`src/rtl/lapd_af_pkg.sv`:
```
package lapd_af_pkg;
  localparam int BYTE_W = 8;
  localparam int SAPI_W = 6;
  localparam int TEI_W  = 7;
  localparam int MODE_W = 3;
  localparam int HIT_W  = 2;
  localparam int STAT_W = 1 + 2 * HIT_W;

  localparam logic [MODE_W-1:0] MODE_ONE_BYTE = 3'b010;
  localparam logic [MODE_W-1:0] MODE_TWO_BYTE = 3'b011;
  localparam logic [SAPI_W-1:0] SAPI_GROUP    = '1;
  localparam logic [TEI_W-1:0]  TEI_GROUP     = '1;

  typedef enum logic [1:0] {MK_OFF, MK_ONE, MK_TWO} mkind_t;

  typedef enum logic [HIT_W-1:0] {
    HIT_NONE  = 2'd0,
    HIT_REG1  = 2'd1,
    HIT_REG2  = 2'd2,
    HIT_GROUP = 2'd3
  } hit_t;

  function automatic mkind_t decode_mode(input logic [MODE_W-1:0] m);
    if (m == MODE_ONE_BYTE)      return MK_ONE;
    else if (m == MODE_TWO_BYTE) return MK_TWO;
    else                         return MK_OFF;
  endfunction

  // priority: register 1, then register 2, then group
  function automatic hit_t sapi_hit(input logic [SAPI_W-1:0] f,
                                    input logic [SAPI_W-1:0] r1,
                                    input logic [SAPI_W-1:0] r2);
    if (f == r1)              return HIT_REG1;
    else if (f == r2)         return HIT_REG2;
    else if (f == SAPI_GROUP) return HIT_GROUP;
    else                      return HIT_NONE;
  endfunction

  function automatic hit_t tei_hit(input logic [TEI_W-1:0] f,
                                   input logic [TEI_W-1:0] r1,
                                   input logic [TEI_W-1:0] r2);
    if (f == r1)             return HIT_REG1;
    else if (f == r2)        return HIT_REG2;
    else if (f == TEI_GROUP) return HIT_GROUP;
    else                     return HIT_NONE;
  endfunction

  function automatic logic [STAT_W-1:0] pack_status(input logic cr,
                                                     input hit_t s,
                                                     input hit_t t);
    return {cr, s, t};
  endfunction
endpackage

```
`src/rtl/lapd_af_cfg.sv`:
```
// Captures mode and match registers with the start-of-frame byte.
module lapd_af_cfg
  import lapd_af_pkg::*;
(
  input  logic              clk,
  input  logic              rst_n,
  input  logic              in_valid,
  input  logic              in_sof,
  input  logic [MODE_W-1:0] mode_i,
  input  logic [SAPI_W-1:0] sap1_i,
  input  logic [SAPI_W-1:0] sap2_i,
  input  logic [TEI_W-1:0]  tei1_i,
  input  logic [TEI_W-1:0]  tei2_i,
  output mkind_t            kind_o,
  output logic [SAPI_W-1:0] sap1_o,
  output logic [SAPI_W-1:0] sap2_o,
  output logic [TEI_W-1:0]  tei1_o,
  output logic [TEI_W-1:0]  tei2_o
);
  mkind_t            kind_q;
  logic [SAPI_W-1:0] sap1_q, sap2_q;
  logic [TEI_W-1:0]  tei1_q, tei2_q;
  logic              take_live;

  assign take_live = in_valid && in_sof;

  always_ff @(posedge clk) begin
    if (!rst_n) begin
      kind_q <= MK_OFF;
      sap1_q <= '0;
      sap2_q <= '0;
      tei1_q <= '0;
      tei2_q <= '0;
    end else if (take_live) begin
      kind_q <= decode_mode(mode_i);
      sap1_q <= sap1_i;
      sap2_q <= sap2_i;
      tei1_q <= tei1_i;
      tei2_q <= tei2_i;
    end
  end

  // first byte sees the live registers, the rest of the frame the captured copy
  assign kind_o = take_live ? decode_mode(mode_i) : kind_q;
  assign sap1_o = take_live ? sap1_i : sap1_q;
  assign sap2_o = take_live ? sap2_i : sap2_q;
  assign tei1_o = take_live ? tei1_i : tei1_q;
  assign tei2_o = take_live ? tei2_i : tei2_q;
endmodule

```
`src/rtl/lapd_af_match.sv`:
```
// Compares the address fields of the current byte against the effective registers.
module lapd_af_match
  import lapd_af_pkg::*;
(
  input  logic [SAPI_W-1:0] sapi_fld,
  input  logic [TEI_W-1:0]  tei_fld,
  input  logic [SAPI_W-1:0] sap1,
  input  logic [SAPI_W-1:0] sap2,
  input  logic [TEI_W-1:0]  tei1,
  input  logic [TEI_W-1:0]  tei2,
  output hit_t              sapi_h,
  output hit_t              tei_h
);
  assign sapi_h = sapi_hit(sapi_fld, sap1, sap2);
  assign tei_h  = tei_hit(tei_fld, tei1, tei2);
endmodule

```
`src/rtl/lapd_af_ctrl.sv`:
```
// Frame state machine: address acceptance, payload forwarding, status.
module lapd_af_ctrl
  import lapd_af_pkg::*;
(
  input  logic              clk,
  input  logic              rst_n,
  input  logic              in_valid,
  input  logic [BYTE_W-1:0] in_data,
  input  logic              in_sof,
  input  logic              in_eof,
  input  mkind_t            cfg_kind,
  input  hit_t              sapi_h,
  input  hit_t              tei_h,
  output logic              out_valid,
  output logic [BYTE_W-1:0] out_data,
  output logic              out_last,
  output logic              stat_valid,
  output logic [STAT_W-1:0] stat_code
);
  typedef enum logic [1:0] {S_IDLE, S_ADDR2, S_PASS, S_DROP} st_t;

  st_t  st_q, st_d;
  hit_t sapi_q, sapi_d, tei_q, tei_d;
  logic cr_q, cr_d;

  // named internal events
  logic addr_accept;   // full address matched on this byte
  logic addr_reject;   // address failed or frame cut short
  logic fwd_byte;      // byte belongs to accepted payload
  logic frame_ok_end;  // accepted frame ends on this byte

  logic ea_bit, cr_bit;
  assign ea_bit = in_data[0];
  assign cr_bit = in_data[1];

  always_comb begin
    st_d         = st_q;
    sapi_d       = sapi_q;
    tei_d        = tei_q;
    cr_d         = cr_q;
    addr_accept  = 1'b0;
    addr_reject  = 1'b0;
    fwd_byte     = 1'b0;
    frame_ok_end = 1'b0;
    if (in_valid) begin
      if (in_sof) begin
        // a start marker always opens a fresh frame
        unique case (cfg_kind)
          MK_ONE: begin
            if (ea_bit && tei_h != HIT_NONE) begin
              addr_accept  = 1'b1;
              sapi_d       = HIT_NONE;
              tei_d        = tei_h;
              cr_d         = 1'b0;
              frame_ok_end = in_eof;
              st_d         = in_eof ? S_IDLE : S_PASS;
            end else begin
              addr_reject = 1'b1;
              st_d        = in_eof ? S_IDLE : S_DROP;
            end
          end
          MK_TWO: begin
            if (!ea_bit && sapi_h != HIT_NONE && !in_eof) begin
              sapi_d = sapi_h;
              cr_d   = cr_bit;
              st_d   = S_ADDR2;
            end else begin
              addr_reject = 1'b1;  // includes R8 truncation
              st_d        = in_eof ? S_IDLE : S_DROP;
            end
          end
          default: begin
            addr_reject = 1'b1;
            st_d        = in_eof ? S_IDLE : S_DROP;
          end
        endcase
      end else begin
        unique case (st_q)
          S_ADDR2: begin
            if (ea_bit && tei_h != HIT_NONE) begin
              addr_accept  = 1'b1;
              tei_d        = tei_h;
              frame_ok_end = in_eof;
              st_d         = in_eof ? S_IDLE : S_PASS;
            end else begin
              addr_reject = 1'b1;
              st_d        = in_eof ? S_IDLE : S_DROP;
            end
          end
          S_PASS: begin
            fwd_byte     = 1'b1;
            frame_ok_end = in_eof;
            if (in_eof) st_d = S_IDLE;
          end
          S_DROP: begin
            if (in_eof) st_d = S_IDLE;
          end
          default: ;
        endcase
      end
    end
  end

  always_ff @(posedge clk) begin
    if (!rst_n) begin
      st_q       <= S_IDLE;
      sapi_q     <= HIT_NONE;
      tei_q      <= HIT_NONE;
      cr_q       <= 1'b0;
      out_valid  <= 1'b0;
      out_data   <= '0;
      out_last   <= 1'b0;
      stat_valid <= 1'b0;
      stat_code  <= '0;
    end else begin
      st_q       <= st_d;
      sapi_q     <= sapi_d;
      tei_q      <= tei_d;
      cr_q       <= cr_d;
      out_valid  <= fwd_byte;
      out_data   <= in_data;
      out_last   <= fwd_byte && in_eof;
      stat_valid <= frame_ok_end;
      if (frame_ok_end) stat_code <= pack_status(cr_d, sapi_d, tei_d);
    end
  end

  // status only follows an end-of-frame byte
  a_r9_status_after_eof: assert property (@(posedge clk) disable iff (!rst_n)
    stat_valid |-> $past(in_valid && in_eof));

  // an accepted frame always names the matching TEI entry
  a_r9_status_has_tei: assert property (@(posedge clk) disable iff (!rst_n)
    stat_valid |-> stat_code[HIT_W-1:0] != HIT_NONE);

  // last marker only with a forwarded byte
  a_r6_last_with_data: assert property (@(posedge clk) disable iff (!rst_n)
    out_last |-> out_valid);

  // one-byte frame in two-byte mode never yields status
  a_r8_short_no_status: assert property (@(posedge clk) disable iff (!rst_n)
    (in_valid && in_sof && in_eof && cfg_kind == MK_TWO) |=> !stat_valid);

  // rejection and acceptance never coincide
  a_r7_accept_xor_reject: assert property (@(posedge clk) disable iff (!rst_n)
    !(addr_accept && addr_reject));

  // end of frame returns to waiting for a start marker
  a_r12_eof_idle: assert property (@(posedge clk) disable iff (!rst_n)
    (in_valid && in_eof) |=> st_q == S_IDLE);
endmodule

```
`src/rtl/lapd_addr_filter.sv`:
```
module lapd_addr_filter
  import lapd_af_pkg::*;
(
  input  logic              clk,
  input  logic              rst_n,
  input  logic [MODE_W-1:0] mode_i,
  input  logic [SAPI_W-1:0] sap1_i,
  input  logic [SAPI_W-1:0] sap2_i,
  input  logic [TEI_W-1:0]  tei1_i,
  input  logic [TEI_W-1:0]  tei2_i,
  input  logic              in_valid,
  input  logic [BYTE_W-1:0] in_data,
  input  logic              in_sof,
  input  logic              in_eof,
  output logic              out_valid,
  output logic [BYTE_W-1:0] out_data,
  output logic              out_last,
  output logic              stat_valid,
  output logic [STAT_W-1:0] stat_code
);
  mkind_t            kind;
  logic [SAPI_W-1:0] sap1, sap2;
  logic [TEI_W-1:0]  tei1, tei2;
  hit_t              sapi_h, tei_h;

  lapd_af_cfg u_cfg (
    .clk(clk), .rst_n(rst_n), .in_valid(in_valid), .in_sof(in_sof),
    .mode_i(mode_i), .sap1_i(sap1_i), .sap2_i(sap2_i),
    .tei1_i(tei1_i), .tei2_i(tei2_i),
    .kind_o(kind), .sap1_o(sap1), .sap2_o(sap2), .tei1_o(tei1), .tei2_o(tei2)
  );

  lapd_af_match u_match (
    .sapi_fld(in_data[BYTE_W-1:BYTE_W-SAPI_W]),
    .tei_fld(in_data[BYTE_W-1:BYTE_W-TEI_W]),
    .sap1(sap1), .sap2(sap2), .tei1(tei1), .tei2(tei2),
    .sapi_h(sapi_h), .tei_h(tei_h)
  );

  lapd_af_ctrl u_ctrl (
    .clk(clk), .rst_n(rst_n), .in_valid(in_valid), .in_data(in_data),
    .in_sof(in_sof), .in_eof(in_eof), .cfg_kind(kind),
    .sapi_h(sapi_h), .tei_h(tei_h),
    .out_valid(out_valid), .out_data(out_data), .out_last(out_last),
    .stat_valid(stat_valid), .stat_code(stat_code)
  );
endmodule

```
`config.mk`:
```
export PLATFORM = sky130hd
export DESIGN_NAME = lapd_addr_filter
export DESIGN_NICKNAME = d
export VERILOG_FILES = /design/src/rtl/lapd_af_pkg.sv /design/src/rtl/lapd_af_cfg.sv /design/src/rtl/lapd_af_match.sv /design/src/rtl/lapd_af_ctrl.sv /design/src/rtl/lapd_addr_filter.sv
export SDC_FILE = /design/constraint.sdc
export NUM_CORES = 1
export LEC_CHECK = 0
export BUFFER_PORTS_ARGS = -buffer_cell sky130_fd_sc_hd__buf_2
export CAP_MARGIN = 20
export CORE_ASPECT_RATIO = 0.6
export CORE_UTILIZATION = 50
export DETAILED_ROUTE_END_ITERATION = 10
export PLACE_DENSITY = 0.7
export SYNTH_ARGS = -nofsm -noshare
export SYNTH_HDL_FRONTEND = slang
export SYNTH_SLANG_ARGS = --single-unit
```
`constraint.sdc`:
```
create_clock -name clk -period 3.5 [get_ports clk]
set_input_delay 0.525 -clock clk [delete_from_list [all_inputs] [get_ports clk]]
set_output_delay 0.525 -clock clk [all_outputs]
set_load 0.01 [all_outputs]
```
==> results.json, run 1 <==
{
  "setup_slack_ns": 0.468,
  "cp.arrival_ns": 3.24,
  "drive_gt1_share_pct": 21.0,
  "cts.clk_slew.worst_paths_ns": 0.09,
  "hpwl_mm": 5.20,
  "post_cts_buffers": 0,
  "async_flop_share_pct": 0,
  "synth_fp_nets": 389,
  "cp-end-kind": "register",
  "cts-root-buf": "clkbuf_8",
  "path_buf_inv": 2,
  "ys.flop_type": "dfxtp_1",
  "dr_total_vias": 2650,
  "drc_errors": 0,
  "rr_worst_depth": 7,
  "first_pass_iters": 5,
  "worst-r2r-setup-slack_ns": 1.03,
  "synth_cells": 342,
  "post-route-period-util_pct": 86.6,
  "hold_start": "tei1_i[2]",
  "slowest_delay_ns": 0.46,
  "wl_mm": 6.99,
  "avgSynthCellArea_sq_um": 8.02,
  "cts_resized": 0,
  "tightest_slew_ns": 0.462,
  "dieArea_sq_um": 5790,
  "leakage_nw": 1.32,
  "synth.area.top_cells": "dfxtp_1 (37%), nand2_1 (6.7%), a21oi_1 (5.3%), nor2_1 (4.0%), mux2i_1 (2.9%)",
  "synth_area_sq_um": 2740,
  "r2r-start": "u_cfg.tei1_q[3]",
  "nFillCells": 483,
  "wl_per_cell_microns": 15.3,
  "numCtsBuffers": 5,
  "io_buffers": 57,
  "cpMaxStageDelayCell": "and2_1",
  "synth_top_cell_by_area": "dfxtp_1",
  "place_ws_ns": 0.172,
  "fmax_mhz": 330,
  "cp_num_cells": 10,
  "rows": 20,
  "rsz0062_at_grt": "false",
  "numPlacedInstances": 450,
  "finClkSkew_ns": 0.00401,
  "drv_cap": 0,
  "htree_levels": 2,
  "grt_pass1_wl_mm": 11.0,
  "path_delay_family": "compound AO/OA/AOI/OAI gates",
  "ctsHoldBuffers": 0,
  "totalPowerFinal_mw": 1.15,
  "crit_type": "input port to register",
  "viasPerCell": 5.80,
  "clockBufferDepth": 2,
  "drt_iter0_drc": 256,
  "fin_setup_tns_ns": 0,
  "num_io_pins": 58,
  "slew-limit-headroom_pct": 69.2,
  "track_usage_pct": 24.4,
  "diodes": 0,
  "hold_viol_final": 0,
  "slew_violations": 0,
  "final_area_sq_um": 3130,
  "ys_types": 55,
  "r2r-end": "u_ctrl.stat_code[4]",
  "status": "finished, final reports clean",
  "synth_top_area_share_pct": 37.2,
  "grt_max_degree": 42,
  "synth_seq_area_share_pct": 37.2,
  "core-area_sq_um": 5150,
  "layout.nets": 438,
  "cts.sinks": 51,
  "place_area_sq_um": 3050,
  "initial_core_util_pct": 53.2,
  "gp_routability_congestion": 0.880,
  "p_per_area_nw_per_um2": 367,
  "hp-class": "input port to register",
  "finalSetupViolations": 0,
  "die-width_microns": 97.6,
  "instances_no_fill": 457,
  "crit_required_ns": 3.70,
  "die_h_microns": 59.4,
  "hold_end": "u_cfg.tei1_q[2]",
  "ys_ff_latch": 51,
  "area_growth_pct": 14.3,
  "worstPathCellList": "buf_2, and2_1, buf_4, a21oi_1, a2111oi_0, nand4_1, and2_1, a311oi_2, nor2b_1, o31a_1",
  "grt_pass1_vias": 2240,
  "critPathMostFrequentCell": "and2_1",
  "start_kind": "input port",
  "finalCriticalPeriod_ns": 3.03,
  "worstSkewPairLatency_ns": 0.30,
  "ys_warn_count": 0,
  "ant_nets": 0,
  "tritoncts": "yes",
  "antenna_found_initial": 0,
  "peakVddDrop_v": 0.000183,
  "min_path_cells": 3,
  "synth_edf_count": 0,
  "grt_overflow": 0,
  "crit_fanout": 19
}
==> cell families after synthesis <==
group                      after synthesis  synth area share (%)
xor gates and xnor gates                14                  4.47
muxes                                    9                  3.33
and+or+nand+nor                        128                  22.2
DFF                                     51                  37.2
buffers and inverters                   43                  7.12
AOI/OAI and AO/OA                       92                  23.3
adders and majority gates                5                  2.28
==> how the worst max path moves through the flow <==
stage               startpoint             endpoint  slack [ns]
floorplan             in_valid  u_ctrl.stat_code[3]        0.70
global placement        in_sof  u_ctrl.stat_code[4]        0.33
detailed placement      in_sof  u_ctrl.stat_code[4]        0.17
CTS                     in_sof  u_ctrl.stat_code[4]        0.48
global route            in_sof  u_ctrl.stat_code[4]        0.24
finish                  in_sof  u_ctrl.stat_code[4]        0.47
==> tightest hold or removal path: stages <==
cell and delay [ns]:
buf_2 0.10, nand2_1 0.05, a21oi_1 0.05
==> metal layers <==
layer  wire length, microns  track usage [%]  vias up
li1                       -                -     1293
met5                      0                0        -
met2                   2720             34.6      148
met4                     44             6.09        0
met3                    722             6.49        8
met1                   3500             36.5     1201
==> power by group <==
part	switching [mW]	internal, mW	leakage [nW]
Combinational	0.112	0.0791	0.860
Clock	0.191	0.156	0.0470
Sequential	0.0111	0.601	0.417
==> sequential cells by signal, summed over array words and instances (netlist names) <==
signal	flops
u_ctrl.out_valid	1
u_ctrl.stat_valid	1
u_ctrl.cr_q	1
u_cfg.sap1_q	6
u_ctrl.st_q	2
u_ctrl.tei_q	2
u_cfg.tei2_q	7
u_ctrl.out_data	8
u_ctrl.stat_code	5
u_cfg.tei1_q	7
u_cfg.sap2_q	6
u_ctrl.out_last	1
u_cfg.kind_q	2
u_ctrl.sapi_q	2
==> synth_stat cells (all sizes together), types with 7 or more instances <==
| cell | n |
|---|---|
| dfxtp | 51 |
| nand2 | 49 |
| a21oi | 29 |
| nor2 | 29 |
| inv | 21 |
| buf | 15 |
| o21ai | 14 |
| and2 | 9 |
| nand3 | 9 |
| mux2i | 8 |
| xnor2 | 8 |
| clkbuf | 7 |
| nand2b | 7 |
==> cells in the final DEF (no fill, tap or decap), types with 2 or more instances in the layout <==
master	n
a22oi_1	2
buf_2	57
buf_4	7
o31ai_1	2
dfxtp_1	51
ha_1	5
xor2_1	6
nand2b_1	7
a211o_1	3
nor2b_1	6
xnor2_1	8
nor4bb_1	2
nor3_1	5
a222oi_1	2
and2_1	9
nand4_1	2
a21bo_2	3
o21a_1	2
or2_2	2
nor3b_1	3
a31oi_1	3
nand2_1	49
a2111oi_0	3
o2111ai_1	2
inv_1	21
o221ai_1	5
nor2_1	29
nand3_1	9
o211ai_1	3
a21oi_1	29
o21ai_0	14
mux2i_1	8
o22ai_1	5
clkbuf_8	6
==> stage by stage <==
step                utilization (%)  hold WS, ns
finish                         60.8        0.464
global route                   60.8        0.468
global placement               59.1        0.447
CTS                            60.8        0.459
detailed placement             59.1        0.450
floorplan                         -        0.440
==> cell type report <==
class                      instances  area (sq um)  area share (%)
multi-input combinational        248          1530            48.7
tap                               66          82.6            2.64
clock inverter                     1          5.00           0.160
timing repair buffer              64           338            10.8
inverter                          21          78.8            2.52
sequential                        51          1020            32.6
clock buffer                       6          82.6            2.64
(Power assumes the default switching activity.)
==> run 2: changes to the inputs <==
--- a/config.mk
+++ b/config.mk
@@ -5,12 +5,15 @@
 export SDC_FILE = /design/constraint.sdc
 export NUM_CORES = 1
 export LEC_CHECK = 0
+export ABC_AREA = 1
 export BUFFER_PORTS_ARGS = -buffer_cell sky130_fd_sc_hd__buf_2
 export CAP_MARGIN = 20
 export CORE_ASPECT_RATIO = 0.6
 export CORE_UTILIZATION = 50
 export DETAILED_ROUTE_END_ITERATION = 10
+export HOLD_SLACK_MARGIN = 0.1
 export PLACE_DENSITY = 0.7
 export SYNTH_ARGS = -nofsm -noshare
 export SYNTH_HDL_FRONTEND = slang
 export SYNTH_SLANG_ARGS = --single-unit
+export TNS_END_PERCENT = 10
==> results.json, run 2 <==
{
  "finClkSkew_ns": 0.00761,
  "die-width_microns": 99.7,
  "final_cell_mix": "nand2_1 (144), inv_1 (70), buf_2 (57)",
  "start_kind": "input port",
  "slew-limit-headroom_pct": 54.5,
  "final_common_cell": "nand2_1",
  "leakage_nw": 1.76,
  "cp.arrival_ns": 2.97,
  "synth.area.top_cells": "dfxtp_1 (36%), nand2_1 (19%), inv_1 (9.2%), nor2_1 (7.2%), nand3_1 (7.2%)",
  "drive_gt1_share_pct": 14.8,
  "synth_fp_nets": 507,
  "ys_warn_count": 0,
  "finalCriticalPeriod_ns": 2.72,
  "slew_violations": 0,
  "wl_mm": 7.60,
  "track_usage_pct": 26.4,
  "ant_nets": 0,
  "rr_worst_depth": 9,
  "grt_pass1_vias": 2483,
  "htree_levels": 2,
  "max_flop_register": "u_ctrl.out_data",
  "avgSynthCellArea_sq_um": 6.23,
  "drc_errors": 0,
  "drt_iter0_drc": 181,
  "grt_pass1_wl_mm": 12.1,
  "cts-root-buf": "clkbuf_8",
  "antenna_found_initial": 0,
  "drv_cap": 0,
  "layout.nets": 559,
  "viasPerCell": 5.15,
  "hold_start": "u_ctrl.cr_q",
  "tritoncts": "yes",
  "worstSkewPairLatency_ns": 0.31,
  "die_h_microns": 60.6,
  "cp-end-kind": "register",
  "io_buffers": 57,
  "async_flop_share_pct": 0,
  "crit_required_ns": 3.74,
  "synth_seq_area_share_pct": 35.6,
  "grt_max_degree": 38,
  "ctsHoldBuffers": 0,
  "wl_per_cell_microns": 12.9,
  "largest_reg_flops": 8,
  "ys_ff_latch": 51,
  "first_pass_iters": 5,
  "crit_type": "input port to register",
  "synth_top_cell_by_area": "dfxtp_1",
  "synth_cells": 460,
  "crit_fanout": 22,
  "min_path_cells": 2,
  "initial_core_util_pct": 54.3,
  "hold_end": "u_ctrl.cr_q",
  "p_per_area_nw_per_um2": 394,
  "place_ws_ns": 0.495,
  "reg_top3": "u_ctrl.out_data x8, u_cfg.tei1_q x7, u_cfg.tei2_q x7",
  "status": "finished, final reports clean",
  "grt_overflow": 0,
  "ys_types": 27,
  "post_cts_buffers": 0,
  "rsz0062_at_grt": "false",
  "cts_resized": 0,
  "ys.flop_type": "dfxtp_1",
  "cts.clk_slew.worst_paths_ns": 0.09,
  "fin_setup_tns_ns": 0,
  "tightest_slew_ns": 0.681,
  "r2r-end": "u_ctrl.stat_code[2]",
  "r2r-start": "u_cfg.kind_q[0]",
  "num_io_pins": 58,
  "numCtsBuffers": 5,
  "post-route-period-util_pct": 77.8,
  "nFillCells": 515,
  "gp_routability_congestion": 0.901,
  "hold_viol_final": 0,
  "netlist_top_cells_count": "nand2_1 (144), inv_1 (70), nor2_1 (55)",
  "hp-class": "register to register",
  "hpwl_mm": 5.78,
  "dr_total_vias": 3036,
  "clockBufferDepth": 2,
  "yosysMostFrequentCell": "nand2_1",
  "area_growth_pct": 14.9,
  "diodes": 0,
  "synth_edf_count": 0,
  "peakVddDrop_v": 0.000209,
  "cts.sinks": 51,
  "synth_top_area_share_pct": 35.6,
  "fmax_mhz": 367,
  "rows": 20,
  "setup_slack_ns": 0.776,
  "worst-r2r-setup-slack_ns": 1.55,
  "synth_area_sq_um": 2870,
  "finalSetupViolations": 0,
  "core-area_sq_um": 5280,
  "dieArea_sq_um": 6050
}
-- run 2: logic make-up (layout without fill, tap and decap cells) --
kind of cell	Yosys count	in the layout	share of synthesized area [%]
AO/OA/AOI/OAI	61	61	12.3
adder cells (fa/ha/maj)	5	5	2.18
AND/OR/NAND/NOR	257	257	37.4
buffers and inverters	86	139	12.5
flip-flops	51	51	35.6
-- run 2: how the worst max path moves through the flow --
| stage | startpoint | end | slack, ns | cells past startpoint |
|---|---|---|---|---|
| final | in_sof | u_ctrl.stat_code[2] | 0.78 | 12 |
| after global routing | in_sof | u_ctrl.stat_code[2] | 0.47 | 12 |
| after CTS | in_sof | u_ctrl.stat_code[2] | 0.81 | 12 |
| after detailed placement | in_sof | u_ctrl.stat_code[2] | 0.50 | 12 |
| after global placement | in_sof | u_ctrl.stat_code[2] | 0.53 | 12 |
| after floorplan | in_valid | u_ctrl.stat_code[2] | 1.08 | 13 |
-- run 2: critical path: stages --
cell and delay [ns]:
buf_2 0.25, nand2_2 0.32, nor4_1 0.28, inv_1 0.07, nand2_1 0.09, inv_1 0.08
ha_1 0.37, nor3b_1 0.46, o21ai_1 0.16, nor2_1 0.13, o21ai_1 0.08, a21oi_1 0.14
-- run 2: per-stage QoR --
| step | hold WS, ns | util, % | power [mW] | cell area, sq um | std cells |
|---|---|---|---|---|---|
| 2_1_floorplan | 0.446 | - | 0.800 | 2870 | 460 |
| 3_3_place_gp | 0.458 | 60.1 | 0.876 | 3170 | 582 |
| 3_5_place_dp | 0.465 | 60.1 | 0.878 | 3170 | 582 |
| 4_1_cts | 0.478 | 62.3 | 1.30 | 3290 | 590 |
| 5_1_grt | 0.500 | 62.3 | 1.36 | 3290 | 590 |
| 6_report | 0.477 | 62.3 | 1.30 | 3290 | 590 |
-- run 2: where the power goes --
| group | leakage, nW | switching (mW) | internal (mW) |
|---|---|---|---|
| clock | 0.0612 | 0.197 | 0.232 |
| sequential | 0.419 | 0.00933 | 0.608 |
| combinational | 1.28 | 0.167 | 0.0857 |
-- run 2: cell type report --
| class | count | area [sq um] | area share, % |
|---|---|---|---|
| clock buffer | 6 | 82.6 | 2.51 |
| clock inverter | 2 | 35.0 | 1.06 |
| inverter | 72 | 270 | 8.21 |
| multi-input combinational | 323 | 1490 | 45.2 |
| sequential | 51 | 1020 | 31.0 |
| tap | 77 | 96.3 | 2.93 |
| timing repair buffer | 59 | 300 | 9.12 |
-- run 2: per-layer routing --
metal | part of all wire (%) | global-route usage (%) | vias to the layer above
li1 | - | - | 1546
met3 | 8.3 | 4.49 | 9
met2 | 39 | 38.0 | 129
met5 | 0 | 0 | -
met4 | 0.80 | 5.46 | 0
met1 | 52 | 40.8 | 1352
==> run 3: changes to the inputs <==
==> constraint.sdc (replaced) <==
create_clock -name clk -period 2.8 [get_ports clk]
set_input_delay 0.42 -clock clk [delete_from_list [all_inputs] [get_ports clk]]
set_output_delay 0.42 -clock clk [all_outputs]
set_load 0.01 [all_outputs]
==> results.json, run 3 (same netlist as run 2, synthesis figures left out) <==
{
  "start_kind": "input port",
  "grt_pass1_vias": 2500,
  "first_pass_iters": 5,
  "grt_max_degree": 38,
  "grt_overflow": 0,
  "ctsHoldBuffers": 0,
  "dieArea_sq_um": 6050,
  "rr_worst_depth": 8,
  "tritoncts": "yes",
  "post_cts_buffers": 0,
  "status": "finished, final reports clean",
  "instances_no_fill": 593,
  "worst-r2r-setup-slack_ns": 0.86,
  "cp-startpoint": "in_valid",
  "final_cell_mix": "nand2_1 (144), inv_1 (70), buf_2 (57)",
  "wl_mm": 7.53,
  "p_per_area_nw_per_um2": 461,
  "hp-class": "input port to register",
  "antenna_found_initial": 0,
  "gp_routability_congestion": 0.922,
  "ant_nets": 0,
  "finalSetupViolations": 0,
  "slew_violations": 0,
  "htree_levels": 2,
  "slew-limit-headroom_pct": 54.2,
  "reg_top3": "u_ctrl.out_data x8, u_cfg.tei1_q x7, u_cfg.tei2_q x7",
  "leakage_nw": 1.76,
  "area.sequential_sq_um": 1020,
  "multi_input_area_sq_um": 1490,
  "setup_slack_ns": 0.608,
  "initial_core_util_pct": 54.3,
  "drv_cap": 0,
  "final_area_sq_um": 3280,
  "track_usage_pct": 26.3,
  "cts.clk_slew.worst_paths_ns": 0.09,
  "drc_errors": 0,
  "cp.arrival_ns": 2.42,
  "finalCriticalPeriod_ns": 2.19,
  "grt_pass1_wl_mm": 12.1,
  "diodes": 0,
  "holdWs_ns": 0.380,
  "peakVddDrop_v": 0.000237,
  "core-area_sq_um": 5280,
  "crit_fanout": 21,
  "drt_iter0_drc": 177,
  "die_h_microns": 60.6,
  "crit_type": "input port to register",
  "worstSkewPairLatency_ns": 0.31,
  "io_buffers": 57,
  "largest_reg_flops": 8,
  "rsz0062_at_grt": "false",
  "cts_resized": 0,
  "die-width_microns": 99.7,
  "layout.nets": 562,
  "cp-end-kind": "register",
  "numPlacedInstances": 585,
  "fmax_mhz": 456,
  "r2r-end": "u_ctrl.stat_code[3]",
  "cts.sinks": 51,
  "place_ws_ns": 0.313,
  "crit_end": "u_ctrl.st_q[0]",
  "nFillCells": 528,
  "tightest_slew_ns": 0.686,
  "area_growth_pct": 14.4,
  "totalPowerFinal_mw": 1.51,
  "max_flop_register": "u_ctrl.out_data",
  "final_common_cell": "nand2_1",
  "hpwl_mm": 5.70,
  "post-route-period-util_pct": 78.3,
  "r2r-start": "u_ctrl.st_q[0]",
  "cts-root-buf": "clkbuf_8",
  "rows": 20,
  "finClkSkew_ns": 0.00649,
  "drive_gt1_share_pct": 14.9,
  "viasPerCell": 5.10,
  "fin_setup_tns_ns": 0,
  "numCtsBuffers": 5,
  "hold_viol_final": 0,
  "clockBufferDepth": 2,
  "fin_util_pct": 62.1,
  "num_io_pins": 58,
  "wl_per_cell_microns": 12.7,
  "place_area_sq_um": 3200,
  "crit_required_ns": 3.03,
  "dr_total_vias": 3022
}
-- run 3: cell types whose count changed in the layout (fill, tap and decap cells not counted) --
cell       previous run  this run
buf_4                 2         5
bufinv_16             1         0
clkbuf_1              0         2
clkbuf_8              6         5
-- run 3: power breakdown --
group	total, mW	internal, mW	switching, mW
registers	0.773	0.760	0.0124
clock network	0.422	0.176	0.246
logic	0.316	0.110	0.206
total	1.51	1.05	0.465
-- run 3: per-layer routing --
layer	global-route usage (%)	vias to the layer above	share of wire [%]
met3	5.41	8	9.0
li1	-	1550	-
met4	5.88	0	0.73
met2	38.3	129	39
met5	0	-	0
met1	39.7	1335	51
-- run 3: final cells by class --
cell class | count | share of cell area (%)
Clock buffer | 7 | 2.33
Tap cell | 77 | 2.94
Clock inverter | 1 | 0.153
Multi-Input combinational cell | 323 | 45.3
Inverter | 72 | 8.24
Timing Repair Buffer | 62 | 9.85
Sequential cell | 51 | 31.1
-- run 3: worst min path at each step --
stage | start | to | slack (ns) | depth (start not counted)
after floorplan | u_ctrl.cr_q | u_ctrl.cr_q | 0.45 | 2
after global placement | u_ctrl.cr_q | u_ctrl.cr_q | 0.46 | 2
after detailed placement | u_cfg.tei1_q[0] | u_cfg.tei1_q[0] | 0.47 | 2
after CTS | in_data[4] | u_ctrl.out_data[4] | 0.37 | 3
after global routing | tei1_i[0] | u_cfg.tei1_q[0] | 0.39 | 3
final | tei1_i[1] | u_cfg.tei1_q[1] | 0.38 | 3
-- run 3: critical path, stage by stage --
cell	delay, ns
buf_2	0.11
nand2_2	0.20
buf_4	0.29
nand2_1	0.11
o21ai_1	0.12
nand2_1	0.09
nand2_1	0.07
nor2_1	0.04
nand2_1	0.07
inv_1	0.04
nand2_1	0.13
nand3_2	0.10
nor2_1	0.21
nand3b_1	0.10
nand2_1	0.09
nand2_1	0.06
a21oi_1	0.15
